### src/rtl/regbank2r1w.sv
module regbank2r1w #(
  parameter int NREGS = 32,
  parameter int WIDTH = 32,
  localparam int IDX_W = (NREGS > 1) ? $clog2(NREGS) : 1
) (
  input  logic             clk,
  input  logic             clr,
  input  logic             wr_en,
  input  logic [IDX_W-1:0] wr_idx,
  input  logic [WIDTH-1:0] wr_data,
  input  logic [IDX_W-1:0] rd_idx_a,
  output logic [WIDTH-1:0] rd_data_a,
  input  logic [IDX_W-1:0] rd_idx_b,
  output logic [WIDTH-1:0] rd_data_b
);

  logic [WIDTH-1:0] bank [NREGS];

  always_ff @(negedge clk or posedge clr) begin
    if (clr) begin
      for (int i = 0; i < NREGS; i++) bank[i] <= '0;
    end else if (wr_en) begin
      bank[wr_idx] <= wr_data;
    end
  end

  assign rd_data_a = bank[rd_idx_a];
  assign rd_data_b = bank[rd_idx_b];

  // Record of the last falling-edge write, held for the checks below.
  logic             seen_wr;
  logic [IDX_W-1:0] seen_idx;
  logic [WIDTH-1:0] seen_data;

  always_ff @(negedge clk or posedge clr) begin
    if (clr) begin
      seen_wr   <= 1'b0;
      seen_idx  <= '0;
      seen_data <= '0;
    end else begin
      seen_wr   <= wr_en;
      seen_idx  <= wr_idx;
      seen_data <= wr_data;
    end
  end


  clear_zero_chk: assert property (@(posedge clk)
    clr |-> (rd_data_a == '0 && rd_data_b == '0));


  write_vis_a_chk: assert property (@(posedge clk) disable iff (clr)
    (seen_wr && rd_idx_a == seen_idx) |-> rd_data_a == seen_data);


  write_vis_b_chk: assert property (@(posedge clk) disable iff (clr)
    (seen_wr && rd_idx_b == seen_idx) |-> rd_data_b == seen_data);


  same_idx_chk: assert property (@(posedge clk) disable iff (clr)
    (rd_idx_a == rd_idx_b) |-> rd_data_a == rd_data_b);

endmodule

### config.mk
export PLATFORM = sky130hd
export DESIGN_NAME = regbank2r1w
export DESIGN_NICKNAME = d
export VERILOG_FILES = /design/src/rtl/regbank2r1w.sv
export SDC_FILE = /design/constraint.sdc
export NUM_CORES = 2
export LEC_CHECK = 0
export BUFFER_PORTS_ARGS = -buffer_cell sky130_fd_sc_hd__buf_4
export CELL_PAD_IN_SITES_DETAIL_PLACEMENT = 1
export CELL_PAD_IN_SITES_GLOBAL_PLACEMENT = 2
export CORE_ASPECT_RATIO = 2
export CORE_MARGIN = 2
export CORE_UTILIZATION = 25
export CTS_CLUSTER_SIZE = 25
export DETAILED_ROUTE_END_ITERATION = 8
export PLACE_DENSITY = 0.56
export SLEW_MARGIN = 20
export SYNTH_ARGS = -nofsm -noshare
export SYNTH_HDL_FRONTEND = slang
export SYNTH_SLANG_ARGS = --single-unit
export TNS_END_PERCENT = 5
### constraint.sdc
create_clock -name clk -period 33.2 [get_ports clk]
set_input_delay 4.98 -clock clk [delete_from_list [all_inputs] [get_ports clk]]
set_output_delay 4.98 -clock clk [all_outputs]
set_load 0.02 [all_outputs]
== Word level (Yosys, flattened, before mapping) ==
Index checks and enable logic that the tools add are counted.

* Bits of input ports: 50
* Output and inout port bits: 64
* Logic and storage cells: 49
* Register bits: 1,024

* Bitwise operators: 3
* Reductions and logical operators: 1
* $lt $le $gt $ge: 4
* Multiplexer cells: 9

{| class="wikitable"
|+ Operators by type and width
! cell !! number
|-
| 1024-bit bitwise mux || 1
|-
| 32-bit binary-select mux with 5-bit select || 2
|-
| 32-bit demux with 5-bit select || 1
|-
| 32-bit 2-to-1 mux || 5
|-
| 6-bit >= comparator, second input constant || 3
|-
| 5-bit NOT with 6-bit output || 3
|-
| 6-bit by 1-bit less-than comparator with 1-bit output, second input constant || 1
|-
| 1-bit logical AND || 1
|}

== Logic depth before layout (Yosys ltp) ==
* Depth after elaboration: 6
* Depth in mapped cells: 8
* Gate-level depth less buffers: 5

==> Implementation_results.wiki <==
{| class="wikitable"
! Metric !! Value
|-
| Outcome || finished, final reports clean
|-
| Total track usage || 19.1%
|-
| Final GP Congestion || 0.734
|-
| Syn Std Cell Area || between 50000 and 60000 um^2
|-
| Slowest library cell on the worst path || a31oi_1
|-
| Fraction of post-synthesis cell area in the top cell type by area || 45.6%
|-
| Count of boundary I/O pins || 114
|-
| Power density over the cells || about 59 nW/um^2
|-
| Most area-consuming cells after synthesis || dfrtn_1 46%, mux2_2 20%, mux2i_1 18%
|-
| Most frequent cells after synthesis || 1024 x dfrtn_1, 1024 x mux2i_1, 987 x mux2_2, 211 x nand2_1, 196 x clkbuf_1
|-
| Via Count || ~38000
|-
| RSZ-0062 raised after global routing || false
|-
| Min-Delay Path Class || flip-flop to flip-flop
|-
| Number of endpoints failing setup at the final stage || 0
|-
| Final total power || 3.68 mW
|-
| Avg Inst Size Synth || 12.2 um^2
|-
| Primary flip-flop cell chosen by synthesis mapping || dfrtn_1
|-
| Startpoint of the lowest-slack hold path || bank[513]
|-
| Cell depth of the worst min-delay path || 1
|-
| Syn nets || ~4700
|-
| Buffers inserted during post-CTS setup optimization || 0
|-
| Kind of cell adding the most delay to the critical path || compound AO/OA/AOI/OAI gates
|-
| Number of distinct library cells after synthesis || 29
|-
| Sequential-to-total area share from yosys stat || between 40% and 50%
|-
| Final global-route overflow total || 0
|-
| Worst min-delay path endpoint || bank[513]
|-
| Die footprint || 229000 um^2
|-
| Fillers || around 25000
|-
| Inserted Clock Buffers || 100
|-
| Initial cell density of the core || around 25%
|-
| CP Max Fanout || 3
|-
| Source-to-sink clock delay at the later pin of the worst-skew pair || roughly 0.66 ns
|-
| Critical Path Start Type || flip-flop
|-
| Router iterations before antenna repair || 5
|-
| Register area || 25600 um^2
|-
| Combinational share of power || 20.5%
|-
| Die height || 675 um
|-
| Final WS setup || between 9 and 10 ns
|-
| Share of synthesized registers carrying an async set or reset || 100%
|-
| Input/output buffers || 113
|-
| Number of enable-type register cells in the synthesized netlist || 0
|-
| DRT Wirelength || 223000 um
|-
| Leakage power || about 29 nW
|-
| Final number of hold-violating endpoints || 0
|-
| Layout-stage area growth over the synthesis result || 11.6%
|-
| Via count normalized by instance count || slightly above 5
|-
| Clock Power Share || between 30% and 40%
|-
| Max reg flops || 1024
|-
| Starting DRC count in detailed routing || 1867
|-
| Total area of multi-input combinational cells || 28300 um^2
|-
| Leading registers by flop count || bank: 1024 flops
|-
| Largest net degree at the start of global routing || about 170
|-
| Leading area contributor after synthesis || dfrtn_1
|-
| Setup slack, reg-to-reg || 32.32 ns
|-
| Number of sinks driven by the clock tree || a little over 1000
|-
| DPL Wire Length || 127000 um
|-
| Max Root-Sink Buffers || 3
|-
| Count of hold-fix buffers inserted at cts || 0
|-
| Placement-stage worst setup slack || 8.77 ns
|-
| Row Count || 246
|-
| Cell breakdown of the critical path || mux2i_1 > a22o_1 > nor3_1 > a31oi_1 > nand3_1 > buf_4
|-
| Final layout net count || roughly 4500
|-
| CP Capture Type || primary output
|-
| Worst voltage drop across the vdd grid || a little over 0.04 mV
|-
| Worst reg2reg path endpoint || bank[339]
|-
| CORE AREA || 224000 um^2
|-
| Global-route wire length before repair || 319000 um
|-
| Largest register by flop count || bank
|-
| Synthesized flop and latch total || 1024
|-
| CTS clock-pin slew for the worst setup and hold paths || 0.05 ns
|-
| Worst flop-to-flop path startpoint || bank[339]
|-
| Worst Path Required || 28.22 ns
|-
| Residual antenna-violating net count after detailed routing || 0
|-
| Category of the most critical setup path || flip-flop to primary output
|-
| CTS root buffer || clkbuf_16
|-
| Gates resized, CTS repair || 0
|-
| Count of buffering cells on the critical path with inverters included || 1
|-
| Mapped Cells || roughly 4600
|-
| Internal power of the cells || 2.56 mW
|-
| Layout cell share with drive strength beyond 1 || 31.0%
|-
| Clk_skew || 0 ns
|-
| Reg power frac || 46.4%
|-
| Number of global-route vias before repair || 42300
|-
| Worst slew pin tran || 1.18 ns
|-
| Floorplan die width || ~340 um
|-
| Drt wl/cell || 29.6 um
|-
| # Max-Cap Violations || 0
|-
| Switching power summed over all nets || about 1.1 mW
|-
| Antenna violations before repair || 7
|-
| Number of H-tree branching levels || 3
|-
| Final number of max-transition violations || 0
|-
| Switching power as a share of total power || 30.4%
|-
| Slowest cell delay on critical path || 0.66 ns
|-
| Yosys warns || 0
|-
| Data arrival time at the worst-slack endpoint || 19.21 ns
|-
| Length in cells of the worst reg-to-reg path || 1
|-
| CTS tree || yes
|-
| DRC || 0
|-
| Max-Slew Margin vs Limit || 21.3%
|}
## per-layer routing
| metal | GRT usage [%] | wire [um] | vias up |
|---|---|---|---|
| met2 | 35.2 | 117000 | 611 |
| met1 | 22.9 | 92900 | 20900 |
| met5 | 0 | 24 | - |
| met4 | 6.74 | 7960 | 4 |
| li1 | - | - | 16700 |
| met3 | 1.89 | 5470 | 283 |
## cell type report
cell class / instances / area share, %
Multi-Input combinational cell: 3137 / 45.2
Sequential cell: 1024 / 40.9
Tap cell: 2976 / 5.94
Clock buffer: 152 / 4.80
Timing Repair Buffer: 205 / 2.62
Clock inverter: 33 / 0.596
Antenna cell: 4 / 0.0160
Inverter: 1 / 0.0120
## worst max-delay path by stage
stage | startpoint | end | slack, ns | cells past startpoint
final | bank[910] | rd_data_a[14] | 9.01 | 6
after global routing | bank[942] | rd_data_a[14] | 9.01 | 6
after floorplan | clr | bank[0] | -2.11 | 1
after CTS | bank[398] | rd_data_b[14] | 8.94 | 5
after detailed placement | clr | bank[343] | 8.77 | 5
after global placement | clr | bank[343] | 8.82 | 5
## cells by family after synthesis
group / synth area share, %
buffers and inverters: 4.32
AND/OR/NAND/NOR: 4.38
multiplexers: 38.7
AO/OA/AOI/OAI: 6.98
flip-flops: 45.6
## power groups by stage
stage / registers (mW) / logic [mW] / clock network, mW
after floorplan: 1.67 / 0.568 / 0
after global placement: 1.71 / 0.751 / 0
after detailed placement: 1.73 / 0.767 / 0
after CTS: 1.70 / 0.769 / 1.26
after global routing: 1.74 / 0.824 / 1.30
final: 1.70 / 0.755 / 1.22
## layout by cell type (no fill, tap or decap), types with 3 or more instances in the layout
master | netlist | routed
clkinv_2 | 0 | 18
nor3b_2 | 3 | 3
bufinv_16 | 0 | 5
nand3_1 | 194 | 194
mux2i_1 | 1024 | 1024
diode_2 | 0 | 4
buf_4 | 53 | 196
mux2_2 | 987 | 987
clkbuf_16 | 0 | 100
a22o_1 | 128 | 128
clkbuf_8 | 0 | 31
a22oi_1 | 192 | 192
nor2b_4 | 0 | 4
mux2_1 | 37 | 37
a21oi_1 | 192 | 192
dfrtn_1 | 1024 | 1024
nor2_4 | 16 | 18
clkinv_8 | 0 | 5
clkinvlp_4 | 0 | 3
nand2_4 | 0 | 9
nand2b_4 | 0 | 3
or2_2 | 3 | 3
nand3b_1 | 4 | 4
clkbuf_1 | 196 | 21
buf_12 | 0 | 7
nand2_2 | 0 | 9
nor3_1 | 65 | 65
nand2_1 | 211 | 193
a31oi_1 | 64 | 64
## stage by stage
step                      setup TNS (ns)  hold WS, ns  util, %  cell area, um^2  instances
final                                  0        0.458     28.0            62700       7532
after global routing                   0        0.475     28.0            62700       7529
after CTS                              0        0.463     28.0            62700       7527
after detailed placement               0        0.463     26.5            59300       7342
after global placement                 0        0.450     26.5            59300       7342
after floorplan                 -2156.85        0.440        -            56200       4606
No activity file was read; power rests on OpenSTA's default activity.
